**config.mk**
```make
export PLATFORM = sky130hd
export DESIGN_NAME = lcd_init_seq
export DESIGN_NICKNAME = d
export VERILOG_FILES = /design/src/rtl/lcd_seq_pkg.sv /design/src/rtl/lcd_ms_timer.sv /design/src/rtl/lcd_bus_writer.sv /design/src/rtl/lcd_seq_ctrl.sv /design/src/rtl/lcd_init_seq.sv
export SDC_FILE = /design/constraint.sdc
export NUM_CORES = 1
export LEC_CHECK = 0
export BUFFER_PORTS_ARGS = -buffer_cell sky130_fd_sc_hd__buf_2
export CAP_MARGIN = 10
export CORE_MARGIN = 5
export CORE_UTILIZATION = 50
export DETAILED_ROUTE_END_ITERATION = 10
export GPL_TIMING_DRIVEN = 0
export PLACE_DENSITY = 0.73
export SLEW_MARGIN = 40
export SYNTH_ARGS = -nofsm -noshare
export SYNTH_HDL_FRONTEND = slang
export SYNTH_SLANG_ARGS = --single-unit
```
**constraint.sdc**
```tcl
create_clock -name clk -period 3.1 [get_ports clk]
set_input_delay 0.31 -clock clk [delete_from_list [all_inputs] [get_ports clk]]
set_output_delay 0.31 -clock clk [all_outputs]
set_load 0.02 [all_outputs]
```
**src/rtl/lcd_seq_pkg.sv**
```systemverilog
// Shared constants and state types for the LCD power-up sequencer.
// Assumes the escape byte is 0xFF and command bytes follow the opcode
// layout used by lcd_seq_ctrl (upper nibble selects the action).
package lcd_seq_pkg;

    localparam logic [7:0] ESC_BYTE  = 8'hFF;
    localparam logic [7:0] END_BYTE  = 8'h00;
    localparam logic [3:0] OP_CHIP   = 4'h1;
    localparam logic [3:0] OP_MODE   = 4'h2;
    localparam logic [3:0] OP_PULSE  = 4'h3;

    typedef enum logic [2:0] {
        ST_IDLE,
        ST_FETCH,
        ST_DECODE,
        ST_WRITE,
        ST_WAIT_MS,
        ST_RST_LOW
    } seq_state_t;

    typedef enum logic [1:0] {
        WR_IDLE,
        WR_SETUP,
        WR_STROBE,
        WR_HOLD
    } wr_state_t;

endpackage

```
**src/rtl/lcd_ms_timer.sv**
```systemverilog
// Millisecond down-timer. A load pulse arms it with a count of
// milliseconds; one clock after count*CLKS_PER_MS cycles it pulses
// expired. A zero count expires on the cycle after the load.
// Assumes load is a single-cycle pulse and CLKS_PER_MS >= 1.
module lcd_ms_timer #(
    parameter int CLKS_PER_MS = 50000,
    parameter int MS_W        = 8
) (
    input  logic            clk,
    input  logic            rst_n,
    input  logic            load,
    input  logic [MS_W-1:0] load_ms,
    output logic            expired
);

    localparam int PRE_W = $clog2(CLKS_PER_MS + 1);

    logic             running;
    logic [PRE_W-1:0] prescale;
    logic [MS_W-1:0]  ms_left;

    // Divide the clock into millisecond ticks and count them down.
    always_ff @(posedge clk) begin
        if (!rst_n) begin
            running  <= 1'b0;
            prescale <= '0;
            ms_left  <= '0;
            expired  <= 1'b0;
        end else begin
            expired <= 1'b0;
            if (load) begin
                if (load_ms == '0) begin
                    expired <= 1'b1;
                end else begin
                    running  <= 1'b1;
                    ms_left  <= load_ms;
                    prescale <= PRE_W'(CLKS_PER_MS - 1);
                end
            end else if (running) begin
                if (prescale == '0) begin
                    prescale <= PRE_W'(CLKS_PER_MS - 1);
                    if (ms_left == MS_W'(1)) begin
                        running <= 1'b0;
                        expired <= 1'b1;
                    end else begin
                        ms_left <= ms_left - 1'b1;
                    end
                end else begin
                    prescale <= prescale - 1'b1;
                end
            end
        end
    end

endmodule

```
**src/rtl/lcd_bus_writer.sv**
```systemverilog
// One parallel write cycle per go pulse: data set up one cycle, strobe
// low for STROBE_W cycles, one hold cycle, then a finished pulse.
// Assumes go arrives only while idle and STROBE_W >= 1.
module lcd_bus_writer
    import lcd_seq_pkg::*;
#(
    parameter int STROBE_W = 2
) (
    input  logic       clk,
    input  logic       rst_n,
    input  logic       go,
    input  logic [7:0] byte_in,
    output logic       wr_n,
    output logic [7:0] bus_data,
    output logic       finished
);

    localparam int CNT_W = $clog2(STROBE_W + 1);

    wr_state_t        wstate;
    logic [CNT_W-1:0] width_cnt;

    // Step through setup, strobe and hold phases of a single write.
    always_ff @(posedge clk) begin
        if (!rst_n) begin
            wstate    <= WR_IDLE;
            width_cnt <= '0;
            wr_n      <= 1'b1;
            bus_data  <= 8'h00;
            finished  <= 1'b0;
        end else begin
            finished <= 1'b0;
            unique case (wstate)
                WR_IDLE: begin
                    if (go) begin
                        bus_data <= byte_in;
                        wstate   <= WR_SETUP;
                    end
                end
                WR_SETUP: begin
                    wr_n      <= 1'b0;
                    width_cnt <= CNT_W'(STROBE_W - 1);
                    wstate    <= WR_STROBE;
                end
                WR_STROBE: begin
                    if (width_cnt == '0) begin
                        wr_n   <= 1'b1;
                        wstate <= WR_HOLD;
                    end else begin
                        width_cnt <= width_cnt - 1'b1;
                    end
                end
                WR_HOLD: begin
                    finished <= 1'b1;
                    wstate   <= WR_IDLE;
                end
                default: wstate <= WR_IDLE;
            endcase
        end
    end

endmodule

```
**src/rtl/lcd_seq_ctrl.sv**
```systemverilog
// Script walker: fetches bytes from a synchronous ROM, resolves escape
// pairs and drives chip select, register select and panel reset. Plain
// bytes are handed to the bus writer; waits and pulses use the timer.
// Assumes rom_data shows the byte at rom_addr one clock later.
module lcd_seq_ctrl
    import lcd_seq_pkg::*;
#(
    parameter int ROM_AW = 10,
    parameter int MS_W   = 8
) (
    input  logic              clk,
    input  logic              rst_n,
    input  logic              start,
    output logic [ROM_AW-1:0] rom_addr,
    input  logic [7:0]        rom_data,
    output logic              cs_n,
    output logic              panel_rst_n,
    output logic              rs,
    output logic              done,
    output logic              wr_go,
    output logic [7:0]        wr_byte,
    input  logic              wr_finished,
    output logic              tm_load,
    output logic [MS_W-1:0]   tm_ms,
    input  logic              tm_expired
);

    seq_state_t        state;
    logic [ROM_AW-1:0] ptr;
    logic              esc_pend;

    assign rom_addr = ptr;

    // Main sequencing: fetch, decode and wait for the engine in use.
    always_ff @(posedge clk) begin
        if (!rst_n) begin
            state       <= ST_IDLE;
            ptr         <= '0;
            esc_pend    <= 1'b0;
            cs_n        <= 1'b1;
            panel_rst_n <= 1'b1;
            rs          <= 1'b0;
            done        <= 1'b0;
            wr_go       <= 1'b0;
            wr_byte     <= 8'h00;
            tm_load     <= 1'b0;
            tm_ms       <= '0;
        end else begin
            wr_go   <= 1'b0;
            tm_load <= 1'b0;
            unique case (state)
                ST_IDLE: begin
                    if (start) begin
                        ptr      <= '0;
                        esc_pend <= 1'b0;
                        rs       <= 1'b0;
                        done     <= 1'b0;
                        state    <= ST_FETCH;
                    end
                end
                ST_FETCH: state <= ST_DECODE;
                ST_DECODE: begin
                    ptr   <= ptr + 1'b1;
                    state <= ST_FETCH;
                    if (!esc_pend) begin
                        if (rom_data == ESC_BYTE) begin
                            esc_pend <= 1'b1;
                        end else begin
                            wr_byte <= rom_data;
                            wr_go   <= 1'b1;
                            state   <= ST_WRITE;
                        end
                    end else begin
                        esc_pend <= 1'b0;
                        if (rom_data == ESC_BYTE) begin
                            wr_byte <= ESC_BYTE;
                            wr_go   <= 1'b1;
                            state   <= ST_WRITE;
                        end else if (rom_data[7]) begin
                            tm_ms   <= MS_W'(rom_data[6:0]);
                            tm_load <= 1'b1;
                            state   <= ST_WAIT_MS;
                        end else if (rom_data == END_BYTE) begin
                            done  <= 1'b1;
                            state <= ST_IDLE;
                        end else begin
                            case (rom_data[7:4])
                                OP_CHIP: cs_n <= ~rom_data[0];
                                OP_MODE: rs   <= rom_data[0];
                                OP_PULSE: begin
                                    panel_rst_n <= 1'b0;
                                    tm_ms       <= MS_W'({rom_data[3:0], 4'b0000}) + MS_W'(2);
                                    tm_load     <= 1'b1;
                                    state       <= ST_RST_LOW;
                                end
                                default: ;
                            endcase
                        end
                    end
                end
                ST_WRITE: begin
                    if (wr_finished) state <= ST_FETCH;
                end
                ST_WAIT_MS: begin
                    if (tm_expired) state <= ST_FETCH;
                end
                ST_RST_LOW: begin
                    if (tm_expired) begin
                        panel_rst_n <= 1'b1;
                        state       <= ST_FETCH;
                    end
                end
                default: state <= ST_IDLE;
            endcase
        end
    end

endmodule

```
**src/rtl/lcd_init_seq.sv**
```systemverilog
// Top of the LCD power-up sequencer: the script walker, the bus write
// engine and the millisecond timer wired together. Assumes an external
// synchronous ROM with one clock of read latency.
module lcd_init_seq #(
    parameter int CLKS_PER_MS = 50000,
    parameter int STROBE_W    = 2,
    parameter int ROM_AW      = 10
) (
    input  logic              clk,
    input  logic              rst_n,
    input  logic              start,
    output logic [ROM_AW-1:0] rom_addr,
    input  logic [7:0]        rom_data,
    output logic              lcd_cs_n,
    output logic              lcd_rst_n,
    output logic              lcd_rs,
    output logic              lcd_wr_n,
    output logic [7:0]        lcd_data,
    output logic              done
);

    localparam int MS_W = 8;

    logic            wr_go;
    logic [7:0]      wr_byte;
    logic            wr_finished;
    logic            tm_load;
    logic [MS_W-1:0] tm_ms;
    logic            tm_expired;

    lcd_seq_ctrl #(
        .ROM_AW (ROM_AW),
        .MS_W   (MS_W)
    ) u_ctrl (
        .clk         (clk),
        .rst_n       (rst_n),
        .start       (start),
        .rom_addr    (rom_addr),
        .rom_data    (rom_data),
        .cs_n        (lcd_cs_n),
        .panel_rst_n (lcd_rst_n),
        .rs          (lcd_rs),
        .done        (done),
        .wr_go       (wr_go),
        .wr_byte     (wr_byte),
        .wr_finished (wr_finished),
        .tm_load     (tm_load),
        .tm_ms       (tm_ms),
        .tm_expired  (tm_expired)
    );

    lcd_bus_writer #(
        .STROBE_W (STROBE_W)
    ) u_writer (
        .clk      (clk),
        .rst_n    (rst_n),
        .go       (wr_go),
        .byte_in  (wr_byte),
        .wr_n     (lcd_wr_n),
        .bus_data (lcd_data),
        .finished (wr_finished)
    );

    lcd_ms_timer #(
        .CLKS_PER_MS (CLKS_PER_MS),
        .MS_W        (MS_W)
    ) u_timer (
        .clk     (clk),
        .rst_n   (rst_n),
        .load    (tm_load),
        .load_ms (tm_ms),
        .expired (tm_expired)
    );

endmodule

```
==> tab_implementation.tex <==
\begin{tabular}{lr}
\hline
Metric & Value \\
\hline
\multicolumn{2}{l}{\textbf{Run status}} \\
Outcome & finished, final reports clean \\
\multicolumn{2}{l}{\textbf{Place}} \\
Dpl hpwl & 6400 um \\
Port Buffers & 33 \\
Final weighted congestion in routability-driven placement & 0.896 \\
Number of instances in the placed design & 578 \\
\multicolumn{2}{l}{\textbf{Final layout}} \\
Layout area overhead & 12.1\% \\
Layout filler cell count & around 720 \\
Most common cell after layout, fill and taps aside & sky130\_fd\_sc\_hd\_\_dfxtp\_1 \\
Area taken by flip-flops and latches & 1520 um2 \\
Final cell count without fillers & $\sim$590 \\
Diodes inserted & 0 \\
Fraction of final layout cells sized beyond drive strength 1 & 16.4\% \\
Top library cells by usage in the layout, fill and taps aside & 76 x sky130\_fd\_sc\_hd\_\_dfxtp\_1, 65 x sky130\_fd\_sc\_hd\_\_nor2\_1, 39 x sky130\_fd\_sc\_hd\_\_nand2\_1 \\
Area taken by multi-input logic gates & 2090 um2 \\
Post-layout nets & 514 \\
\multicolumn{2}{l}{\textbf{Critical path}} \\
Data arrival time of the critical path & 2.55 ns \\
Critical path start-end classification & reg -> reg \\
Source of the worst register-to-register timing path & u\_ctrl.esc\_pend\$\_SDFFE\_PN0P\_ \\
Capturing element type of the critical path & flop \\
Slowest stage cell, crit path & sky130\_fd\_sc\_hd\_\_dfxtp\_1 \\
Worst Path Max Fanout & 10 \\
Maximum single-stage delay on the critical path & 0.32 ns \\
Req. time, crit path & approximately 3.4 ns \\
Cell repeated most along the worst path & sky130\_fd\_sc\_hd\_\_clkbuf\_1 \\
Crit path cell chain & clkbuf\_1 -> inv\_1 -> ha\_1 -> and2\_1 -> clkbuf\_1 -> buf\_2 -> nor2\_1 -> a211oi\_1 \\
CP Launch Point & u\_ctrl.esc\_pend\$\_SDFFE\_PN0P\_ \\
CP startpoint kind & flop \\
\multicolumn{2}{l}{\textbf{Worst hold path}} \\
Start point of the worst hold path & rom\_data[0] \\
Type of the worst min-delay path & in -> reg \\
\multicolumn{2}{l}{\textbf{Logic synthesis}} \\
Fraction of the yosys area taken by sequential cells & 40.4\% \\
Asr flop ratio synth & 0\% \\
Number of storage elements in the synthesis netlist & 76 \\
Post-Syn Area per Cell & 8.44 um2 \\
Post-synthesis net count & between 400 and 500 \\
Share of the synthesized netlist area taken by xor and xnor gates & 2.33\% \\
Share of synthesized cell area in full adder, half adder and majority cells & 4.32\% \\
Number of synthesized flops with an enable pin & 0 \\
Gate Count Post-Synth & roughly 450 \\
Top FF cell, synth & sky130\_fd\_sc\_hd\_\_dfxtp\_1 \\
Synth Warn \# & 0 \\
Post-Syn Area & 3760 um2 \\
Share of the synthesized area in compound gates (AO/OA/AOI/OAI) & 18.1\% \\
Dominant combinational cell family by area after synthesis & simple AND/OR/NAND/NOR gates \\
Portion of netlist area occupied by mux cells & under 10\% \\
Simple-gate portion of the synthesized area & 27.7\% \\
Count of different cell masters after synthesis & 62 \\
\multicolumn{2}{l}{\textbf{Detailed routing}} \\
Remaining number of nets flagged by the antenna check after routing & 0 \\
Vias after detailed routing & 3355 \\
Via-to-Cell Ratio & approximately 5.6 \\
DRC Markers & 0 \\
First-pass iteration count of the detailed router & 4 \\
Routed WL & 8940 um \\
Mean routed wirelength per cell & 15.0 um \\
Drt first-iter violations & approximately 160 \\
\multicolumn{2}{l}{\textbf{Run}} \\
Max\_cap viols & 0 \\
\multicolumn{2}{l}{\textbf{Global routing}} \\
Initial antenna violation count & 0 \\
Wire length of the first global-routing pass & roughly 15000 um \\
Via count of the first global-routing pass & between 3000 and 4000 \\
Maximum number of pins on one net before global-route repair & 14 \\
Total overflow reported by the global router & 0 \\
Total Routing Usage GR & 19.7\% \\
\multicolumn{2}{l}{\textbf{Pwr}} \\
Max IR drop VDD & between 0.4 and 0.5 mV \\
Leakage power & 1.65 nW \\
Power density normalized to cell area & roughly 480 nW/um2 \\
\multicolumn{2}{l}{\textbf{Floorplanning}} \\
Die X-Extent & 96.7 um \\
Std-Cell Core Area & 7290 um2 \\
Overall die area & 9360 um2 \\
I/O pin total & 34 \\
Starting utilization of the core area & 51.6\% \\
Die extent in y & 96.7 um \\
Number of placement rows & 31 \\
\multicolumn{2}{l}{\textbf{Timing}} \\
Minimum period implied by the final worst setup slack & 2.27 ns \\
Max Clock Freq & 440 MHz \\
Unrepaired setup endpoints after global routing & false \\
Headroom to the max-slew limit & 50.1\% \\
Final Hold Fails & 0 \\
Portion of the clock cycle consumed by the worst path in the final layout & between 70\% and 80\% \\
Setup Skew & 0.0113 ns \\
Total negative slack for setup checks & 0 ns \\
Final Setup Violations & 0 \\
Worst Tran Pin Value & 0.742 ns \\
Final Max Slew Viols & 0 \\
\multicolumn{2}{l}{\textbf{Clocking}} \\
CTS tree & done \\
Later-pin clock latency in the skew report & 0.37 ns \\
Number of levels the H-tree was split into & 3 \\
Library cell used as clock root buffer & sky130\_fd\_sc\_hd\_\_clkbuf\_8 \\
Post-cts gate resize count & 0 \\
Number of clock sinks & 76 \\
Total CTS buffers & 9 \\
Buffer levels on the longest clock path & 2 \\
Number of buffers inserted by hold repair at cts & 0 \\
Clk pin slew, worst setup/hold paths & around 0.08 ns \\
Post-CTS setup repair buffer count & 0 \\
\hline
\end{tabular}
## state kept, by name, indices dropped and copies added, names as in the netlist, 2 cells and up
name / cells
u_writer.wstate: 2
u_ctrl.wr_byte: 8
u_writer.bus_data: 8
u_ctrl.state: 3
u_timer.ms_left: 8
u_writer.width_cnt: 2
u_ctrl.rom_addr: 10
u_timer.prescale: 16
u_ctrl.tm_ms: 8
## logic make-up (layout without fill, tap and decap cells)
family,count (synthesis),in the layout
flip-flops,76,76
XOR/XNOR,10,10
AND/OR/NAND/NOR,200,200
AO/OA/AOI/OAI,97,97
buffers and inverters,39,88
multiplexers,11,11
adder cells (fa/ha/maj),13,13
## area by class of cell
type,instances,share of cell area (%)
flip-flops and latches,76,36.1
inverters,15,1.33
repair buffers,33,3.91
plain buffers,24,2.31
multi-input cells,331,49.5
well taps,99,2.94
clock buffers,9,2.94
clock inverters,7,1.04
## where the power goes
| group | internal [W] | total (W) | switching, W |
|---|---|---|---|
| clock network | 0.000285 | 0.000670 | 0.000385 |
| registers | 0.00102 | 0.00104 | 0.0000275 |
| logic | 0.000103 | 0.000297 | 0.000193 |
## worst paths after layout
kind	end	slack, ns	cells past startpoint
hold reg to reg	u_writer.bus_data[6]$_SDFFE_PN0P_	0.45	2
setup reg to reg	u_ctrl.wr_byte[7]$_SDFFE_PN0P_	0.83	8
setup / recovery	u_ctrl.wr_byte[7]$_SDFFE_PN0P_	0.83	8
hold / removal	u_ctrl.cs_n$_SDFFE_PN1P_	0.27	2
## metrics by stage
step / hold WS, ns / total power (W) / setup WS [ns] / utilization, % / area (um2)
3_3_place_gp: 0.443 / 0.00135 / 0.963 / 55.6 / 4050
6_report: 0.267 / 0.00201 / 0.827 / 57.9 / 4220
3_5_place_dp: 0.447 / 0.00136 / 0.913 / 55.6 / 4050
5_1_grt: 0.286 / 0.00212 / 0.638 / 57.9 / 4220
4_1_cts: 0.251 / 0.00203 / 0.883 / 57.9 / 4220
2_1_floorplan: 0.439 / 0.00128 / 1.32 / - / 3760
## metal layers
layer / vias to the layer above / global-route usage [%] / wire length, um
met2: 70 / 31.8 / 4300
met3: 16 / 4.68 / 368
met1: 1578 / 25.4 / 4110
met4: 0 / 7.56 / 155
li1: 1691 / - / -
met5: - / 0 / 0
## critical path: cells and delay by family (launching register included)
| kind | cells | cell delay, ns |
|---|---|---|
| and+or+nand+nor | 2 | 0.21 |
| DFF | 1 | 0.32 |
| buffers and inverters | 4 | 1.12 |
| AOI/OAI and AO/OA | 1 | 0.22 |
| adders and majority gates | 1 | 0.32 |
## Yosys cell counts, types with 3 or more instances
master	instances	area share [%]
sky130_fd_sc_hd__and3_1	5	0.83
sky130_fd_sc_hd__nand4b_1	3	0.70
sky130_fd_sc_hd__or4_1	3	0.60
sky130_fd_sc_hd__and2_1	3	0.50
sky130_fd_sc_hd__o31ai_1	4	0.80
sky130_fd_sc_hd__nand3b_1	3	0.60
sky130_fd_sc_hd__a311oi_1	3	0.70
sky130_fd_sc_hd__xor2_1	8	1.9
sky130_fd_sc_hd__nand2_1	39	3.9
sky130_fd_sc_hd__nand3_1	24	3.2
sky130_fd_sc_hd__o21ai_1	3	0.40
sky130_fd_sc_hd__clkbuf_1	17	1.7
sky130_fd_sc_hd__nor3b_1	3	0.60
sky130_fd_sc_hd__mux2_2	3	0.90
sky130_fd_sc_hd__nor2b_1	8	1.3
sky130_fd_sc_hd__a211oi_1	10	2.0
sky130_fd_sc_hd__dfxtp_1	76	40
sky130_fd_sc_hd__nor2_1	65	6.5
sky130_fd_sc_hd__inv_1	15	1.5
sky130_fd_sc_hd__o221a_2	4	1.2
sky130_fd_sc_hd__ha_1	13	4.3
sky130_fd_sc_hd__mux2i_1	8	2.1
sky130_fd_sc_hd__nand4_1	8	1.3
sky130_fd_sc_hd__a31oi_1	3	0.50
sky130_fd_sc_hd__buf_2	5	0.67
sky130_fd_sc_hd__nor4_1	8	1.3
sky130_fd_sc_hd__a21oi_1	32	4.3
sky130_fd_sc_hd__nor3_1	10	1.3
sky130_fd_sc_hd__a22oi_1	6	1.2
sky130_fd_sc_hd__o21ai_0	14	1.9
No activity file was read; power rests on OpenSTA's default activity.
